File: config.mk
export PLATFORM = sky130hd
export DESIGN_NAME = brtrace_queue
export DESIGN_NICKNAME = d
export VERILOG_FILES = /design/src/rtl/brtrace_pkg.sv /design/src/rtl/brtrace_filter.sv /design/src/rtl/brtrace_shiftq.sv /design/src/rtl/brtrace_rdport.sv /design/src/rtl/brtrace_queue.sv
export SDC_FILE = /design/constraint.sdc
export NUM_CORES = 1
export LEC_CHECK = 0
export BUFFER_PORTS_ARGS = -buffer_cell sky130_fd_sc_hd__buf_4
export CAP_MARGIN = 20
export CORE_MARGIN = 2
export CORE_UTILIZATION = 60
export DETAILED_ROUTE_END_ITERATION = 6
export PLACE_DENSITY = 0.8
export SLEW_MARGIN = 30
export SYNTH_ARGS = -nofsm -noshare
export SYNTH_HDL_FRONTEND = slang
export SYNTH_SLANG_ARGS = --single-unit
File: constraint.sdc
create_clock -name clk -period 12.6 [get_ports clk]
set_input_delay 0.63 -clock clk [delete_from_list [all_inputs] [get_ports clk]]
set_output_delay 0.63 -clock clk [all_outputs]
set_load 0.05 [all_outputs]
File: src/rtl/brtrace_pkg.sv
package brtrace_pkg;
  typedef enum logic [1:0] {
    K_BRANCH = 2'd0,
    K_EXCEPT = 2'd1,
    K_REPEAT = 2'd2,
    K_RSVD   = 2'd3
  } ev_kind_t;
endpackage

File: src/rtl/brtrace_filter.sv
module brtrace_filter #(
  parameter int AW = 32
) (
  input  logic          clk,
  input  logic          rst,
  input  logic          trace_en,
  input  logic          ev_valid,
  input  logic [1:0]    ev_kind,
  input  logic [AW-1:0] br_src,
  input  logic [AW-1:0] br_dst,
  input  logic [AW-1:0] exc_spc,
  input  logic [AW-1:0] exc_vec,
  output logic          cap,
  output logic [AW-1:0] cap_src,
  output logic [AW-1:0] cap_dst,
  output logic          clr
);
  import brtrace_pkg::*;

  logic     en_q;
  ev_kind_t kind;

  assign kind = ev_kind_t'(ev_kind);

  always_ff @(posedge clk) begin
    if (rst) en_q <= 1'b0;
    else     en_q <= trace_en;
  end

  // enable edge: off in the previous cycle, on now
  assign clr = trace_en & ~en_q;

  always_comb begin
    cap     = 1'b0;
    cap_src = br_src;
    cap_dst = br_dst;
    if (trace_en && ev_valid) begin
      unique case (kind)
        K_BRANCH: begin
          cap     = 1'b1;
          cap_src = br_src;
          cap_dst = br_dst;
        end
        K_EXCEPT: begin
          cap     = 1'b1;
          cap_src = exc_spc;
          cap_dst = exc_vec;
        end
        default: cap = 1'b0;   // repeat wrap and reserved code dropped
      endcase
    end
  end

  // the enable edge can only follow a cycle with trace off
  p_edge_after_off_r10: assert property (@(posedge clk) disable iff (rst)
    clr |-> !$past(trace_en));
endmodule

File: src/rtl/brtrace_shiftq.sv
module brtrace_shiftq #(
  parameter int AW    = 32,
  parameter int DEPTH = 8
) (
  input  logic          clk,
  input  logic          rst,
  input  logic          clr,
  input  logic          push,
  input  logic [AW-1:0] push_src,
  input  logic [AW-1:0] push_dst,
  input  logic          pop,
  output logic          head_vld,
  output logic [AW-1:0] head_src,
  output logic [AW-1:0] head_dst
);
  localparam int LAST = DEPTH - 1;

  logic [DEPTH-1:0] q_v,  nx_v;
  logic [AW-1:0]    q_s  [DEPTH];
  logic [AW-1:0]    q_d  [DEPTH];
  logic [AW-1:0]    nx_s [DEPTH];
  logic [AW-1:0]    nx_d [DEPTH];

  always_comb begin
    for (int i = 0; i < DEPTH; i++) begin
      int up;
      int dn;
      up = (i == LAST) ? LAST : i + 1;
      dn = (i == 0) ? 0 : i - 1;
      nx_v[i] = q_v[i];
      nx_s[i] = q_s[i];
      nx_d[i] = q_d[i];
      if (clr) begin
        nx_v[i] = 1'b0;
      end else if (push && !pop) begin
        if (i == 0) begin
          nx_v[i] = 1'b1;
          nx_s[i] = push_src;
          nx_d[i] = push_dst;
        end else begin
          nx_v[i] = q_v[dn];
          nx_s[i] = q_s[dn];
          nx_d[i] = q_d[dn];
        end
      end else if (pop && !push) begin
        if (i == LAST) begin
          nx_v[i] = 1'b0;
        end else begin
          nx_v[i] = q_v[up];
          nx_s[i] = q_s[up];
          nx_d[i] = q_d[up];
        end
      end else if (push && pop && i == 0) begin
        nx_v[i] = 1'b1;
        nx_s[i] = push_src;
        nx_d[i] = push_dst;
      end
    end
    if (clr && push) begin
      nx_v[0] = 1'b1;
      nx_s[0] = push_src;
      nx_d[0] = push_dst;
    end
  end

  always_ff @(posedge clk) begin
    if (rst) q_v <= '0;
    else     q_v <= nx_v;
  end

  generate
    for (genvar g = 0; g < DEPTH; g++) begin : g_entry
      always_ff @(posedge clk) begin
        q_s[g] <= nx_s[g];
        q_d[g] <= nx_d[g];
      end
    end
  endgenerate

  assign head_vld = q_v[0];
  assign head_src = q_s[0];
  assign head_dst = q_d[0];

  p_packed_valid_r8: assert property (@(posedge clk) disable iff (rst)
    ((q_v + 1'b1) & q_v) == '0);

  p_push_shift_r8: assert property (@(posedge clk) disable iff (rst)
    push && !pop && !clr |=> q_v == (($past(q_v) << 1) | 1'b1)
                             && q_s[0] == $past(push_src)
                             && q_d[0] == $past(push_dst));

  p_pop_shift_r7: assert property (@(posedge clk) disable iff (rst)
    pop && !push && !clr |=> q_v == ($past(q_v) >> 1));

  p_push_pop_r9: assert property (@(posedge clk) disable iff (rst)
    push && pop && !clr |=> q_v == ($past(q_v) | 1'b1)
                            && q_s[0] == $past(push_src));

  p_clear_r10: assert property (@(posedge clk) disable iff (rst)
    clr |=> q_v == {{(DEPTH-1){1'b0}}, $past(push)});
endmodule

File: src/rtl/brtrace_rdport.sv
module brtrace_rdport #(
  parameter int AW = 32
) (
  input  logic          clk,
  input  logic          rst,
  input  logic          rd_src,
  input  logic          rd_dst,
  input  logic          head_vld,
  input  logic [AW-1:0] head_src,
  input  logic [AW-1:0] head_dst,
  output logic [AW-1:0] src_rdata,
  output logic [AW-1:0] dst_rdata
);
  localparam logic [AW-1:0] VBIT = {{(AW-1){1'b0}}, 1'b1};

  logic [AW-1:0] word_s, word_d;

  assign word_s = head_vld ? (head_src | VBIT) : '0;
  assign word_d = head_vld ? (head_dst | VBIT) : '0;

  always_ff @(posedge clk) begin
    if (rst) begin
      src_rdata <= '0;
      dst_rdata <= '0;
    end else begin
      if (rd_src) src_rdata <= word_s;
      if (rd_dst) dst_rdata <= word_d;
    end
  end

  p_hold_src_r6: assert property (@(posedge clk) disable iff (rst)
    !rd_src |=> $stable(src_rdata));

  p_hold_dst_r6: assert property (@(posedge clk) disable iff (rst)
    !rd_dst |=> $stable(dst_rdata));

  p_empty_zero_r6: assert property (@(posedge clk) disable iff (rst)
    rd_dst && !head_vld |=> dst_rdata == '0);
endmodule

File: src/rtl/brtrace_queue.sv
module brtrace_queue #(
  parameter int AW    = 32,
  parameter int DEPTH = 8
) (
  input  logic          clk,
  input  logic          rst,
  input  logic          trace_en,
  input  logic          ev_valid,
  input  logic [1:0]    ev_kind,
  input  logic [AW-1:0] br_src,
  input  logic [AW-1:0] br_dst,
  input  logic [AW-1:0] exc_spc,
  input  logic [AW-1:0] exc_vec,
  input  logic          rd_src,
  input  logic          rd_dst,
  output logic [AW-1:0] src_rdata,
  output logic [AW-1:0] dst_rdata
);
  import brtrace_pkg::*;

  logic          cap, clr;
  logic [AW-1:0] cap_src, cap_dst;
  logic          head_vld;
  logic [AW-1:0] head_src, head_dst;

  brtrace_filter #(.AW(AW)) filt_i (
    .clk(clk), .rst(rst), .trace_en(trace_en), .ev_valid(ev_valid),
    .ev_kind(ev_kind), .br_src(br_src), .br_dst(br_dst),
    .exc_spc(exc_spc), .exc_vec(exc_vec),
    .cap(cap), .cap_src(cap_src), .cap_dst(cap_dst), .clr(clr)
  );

  brtrace_shiftq #(.AW(AW), .DEPTH(DEPTH)) q_i (
    .clk(clk), .rst(rst), .clr(clr), .push(cap),
    .push_src(cap_src), .push_dst(cap_dst), .pop(rd_dst),
    .head_vld(head_vld), .head_src(head_src), .head_dst(head_dst)
  );

  brtrace_rdport #(.AW(AW)) rd_i (
    .clk(clk), .rst(rst), .rd_src(rd_src), .rd_dst(rd_dst),
    .head_vld(head_vld), .head_src(head_src), .head_dst(head_dst),
    .src_rdata(src_rdata), .dst_rdata(dst_rdata)
  );

  p_repeat_ignored_r5: assert property (@(posedge clk) disable iff (rst)
    ev_valid && ev_kind == K_REPEAT && !rd_dst && !clr
      |=> $stable(head_vld) && $stable(head_src) && $stable(head_dst));

  p_disabled_ignored_r2: assert property (@(posedge clk) disable iff (rst)
    !trace_en && !rd_dst |=> $stable(head_vld) && $stable(head_src));
endmodule

==> run_results.csv <==
group,metric,value,unit
cells_and_area,layout_commonest_cell,"edfxtp_1",
route,drt-wirelength-per-cell,20.0,um
route,antenna_left,0,
logic_synthesis,synth_cells,1318,
floorplanning,start_util,0.604,
route,vias,11900,
cells_and_area,nNetsFinal,1648,
logic_synthesis,synth_area,23900,sq um
floorplanning,core-area,39500,sq um
timing,post-route-min-period,3.48,ns
cells_and_area,diodes,0,
grt,use_met2,0.319,
power,switching_share,0.212,
timing,hold_viol,0,
cts,clk_pin_slew,0.06,ns
critical_path,crit_path_frequent_cell,"buf_4",
timing,fmax,287,MHz
grt,grt_overflow_total,0,
power,power_frac_seq,0.527,
cells_and_area,fin_area,27700,sq um
power,power_density,155,nW/um^2
timing,slew_viol_final,0,
cells_and_area,syn_to_final_growth,16.1,%
power,p_int,0.00338,W
job,cap_violations,0,
timing,fin_worst_skew,0.00691,ns
power,irDropWorstVdd,101,uV
grt,grt_pass1_vias,12100,
route,via_per_inst,5.72,
power,switching_power,0.000910,W
floorplanning,io_pins,200,
grt,grt_pass1_wl,65400,um
critical_path,timing.rr.end,"q_i.q_s[0][15]$_DFFE_PP_",
place,dp_hpwl,23600,um
cts,insertion_delay,0.59,ns
timing,setup_viol,0,
timing,tightest_slew,0.965,ns
grt,antenna_found_initial,0,
critical_path,reg2reg_depth,4,
route,routed_wl,41600,um
floorplanning,die-area,41400,sq um
cells_and_area,utilization,0.701,
logic_synthesis,synth_cell_types,27,
route,post-route-drc-count,0,
cts,cts_buffer_depth,3,
grt,grt_max_degree,131,
route,dr.pass1.iters,4,
place,place_congestion,0.722,
place,pre_cts_ws,8.34,ns
timing,slew_headroom,0.357,
min_path,hold_start,"trace_en",
critical_path,crit_chain,"buf_4 > nand3b_1 > inv_1 > ha_4 > buf_4 > buf_4 > mux2_2",
critical_path,required,12.94,ns
min_path,hold_end,"filt_i.en_q$_SDFF_PP0_",
cts,clock_sinks,569,
grt,use_met3,0.0366,
critical_path,endpoint_kind,"register",
cells_and_area,final_layout_size_suffix_gt1_frac,0.519,
critical_path,start_kind,"input port",
cts,hold_buffers,0,
place,placed_area,25800,sq um
logic_synthesis,yosysSeqAreaShare,0.685,
timing,layout_setup_ws,9.12,ns
timing,holdWs,0.305,ns
cts,cts_made_buffers,55,
grt,global_route.peak_usage_layer,"met2",
status,status,"complete, no violations",
grt,grt_usage,0.200,
critical_path,crit_type,"in2reg",
timing,period_share,0.277,
critical_path,cp_max_fo,75,
critical_path,worst-r2r-setup-slack,10.08,ns
power,combPwrFrac,0.077,
power,clockPowerShare,0.396,
grt,grt_use_met1,0.286,
cts,h-tree-depth,2,
cts,cts_tree,"done",
critical_path,arrival,3.82,ns
cells_and_area,final_cell_mix,"edfxtp_1 (496), mux2_2 (376), buf_4 (203), mux2_4 (120), dfxtp_1 (73)",
floorplanning,rows,73,
critical_path,crit_slowest_cell,"buf_4",
min_path,hp-class,"in2reg",
cts,post_cts_resized,0,
route,first_iter_violations,809,
timing,setup_tns,0,ns
logic_synthesis,synth-seq-cells,569,
logic_synthesis,syn_avg_cell_area,18.1,sq um
logic_synthesis,syn_nets,1458,
power,p_leak,10.1,nW
timing,rsz0062_at_grt,"false",
critical_path,r2r_start,"filt_i.en_q$_SDFF_PP0_",
critical_path,cp_slowest_stage_delay,0.84,ns
place,port_buffers,195,
floorplanning,die_w,204,um
floorplanning,die_h,204,um
cts,root_buffer,"clkbuf_16",
cts,postCtsSetupBuffers,0,
logic_synthesis,yosys_warnings,0,
min_path,hold_depth,2,
cells in the mapped netlist:
master	n	share of area
a211oi_1	6	0.0019
a21oi_1	5	0.0010
a22oi_1	62	0.019
and2_1	4	0.0010
buf_1	1	0.00016
buf_2	40	0.0084
buf_4	1	0.00031
buf_6	12	0.0057
clkbuf_1	24	0.0038
dfxtp_1	73	0.061
edfxtp_1	496	0.62
ha_1	4	0.0021
inv_1	4	0.00063
mux2_2	376	0.18
mux2_4	120	0.075
mux2i_1	6	0.0025
nand2b_1	3	0.00079
nand3_1	1	0.00021
nand3b_1	1	0.00031
nand4b_4	1	0.0010
nor2_1	72	0.011
nor2b_1	1	0.00026
o21bai_1	1	0.00031
o311ai_0	1	0.00037
or2_2	1	0.00026
or2b_1	1	0.00031
or3_1	1	0.00026
worst max-delay path: cells and delay by family:
family / cells / cell delay, ns
fa+ha+maj: 1 / 0.50
buf+inv: 4 / 1.89
mux: 1 / 0.42
simple gates: 1 / 0.27
per-stage QoR:
step | instances | power (W)
after floorplan | 1318 | 0.00254
after global placement | 1971 | 0.00261
after detailed placement | 1975 | 0.00263
after CTS | 2078 | 0.00433
after global routing | 2079 | 0.00443
final | 2079 | 0.00429
kinds of logic after synthesis:
| kind of cell | share of synthesized area |
|---|---|
| AND/OR/NAND/NOR | 0.0158 |
| AO/OA/AOI/OAI | 0.0231 |
| multiplexers | 0.255 |
| adder cells (fa/ha/maj) | 0.00210 |
| buffers and inverters | 0.0189 |
| flip-flops | 0.685 |
worst max-delay path by stage:
stage	start	endpoint	slack, ns	cells after the start
2_1_floorplan	rd_dst	q_i.q_d[0][100]$_DFFE_PP_	1.66	6
3_3_place_gp	ev_kind[1]	q_i.q_s[1][82]$_DFFE_PP_	8.02	7
3_5_place_dp	rd_dst	q_i.q_d[0][120]$_DFFE_PP_	8.34	7
4_1_cts	rd_dst	q_i.q_d[0][121]$_DFFE_PP_	8.98	7
5_1_grt	ev_kind[1]	q_i.q_s[0][95]$_DFFE_PP_	8.93	7
6_report	ev_kind[1]	q_i.q_s[1][71]$_DFFE_PP_	9.12	7
layout make-up:
cell class | count | area, sq um
sequential | 569 | 16400
fill | 2500 | 11800
multi-input combinational | 667 | 7110
timing repair buffer | 211 | 1690
clock buffer | 78 | 1650
tap | 525 | 657
clock inverter | 25 | 255
inverter | 4 | 15.0
per-layer routing:
layer | part of all wire | vias to the layer above
li1 | - | 5511
met1 | 0.46 | 6019
met2 | 0.47 | 296
met3 | 0.048 | 63
met4 | 0.021 | 0
met5 | 0 | -
power by group through the flow:
stage | combinational, W | clock, W | sequential [W]
after global routing | 0.000354 | 0.00181 | 0.00227
after floorplan | 0.000216 | 0 | 0.00233
after CTS | 0.000332 | 0.00173 | 0.00226
after detailed placement | 0.000329 | 0 | 0.00230
final | 0.000330 | 0.00170 | 0.00226
after global placement | 0.000314 | 0 | 0.00229
flip-flops by register name, indices dropped and copies added, names as in the netlist:
signal / count
q_i.q_s: 248
q_i.q_v: 8
rd_i.src_rdata: 32
q_i.q_d: 248
filt_i.en_q: 1
rd_i.dst_rdata: 32
No activity file was read; power rests on OpenSTA's default activity.
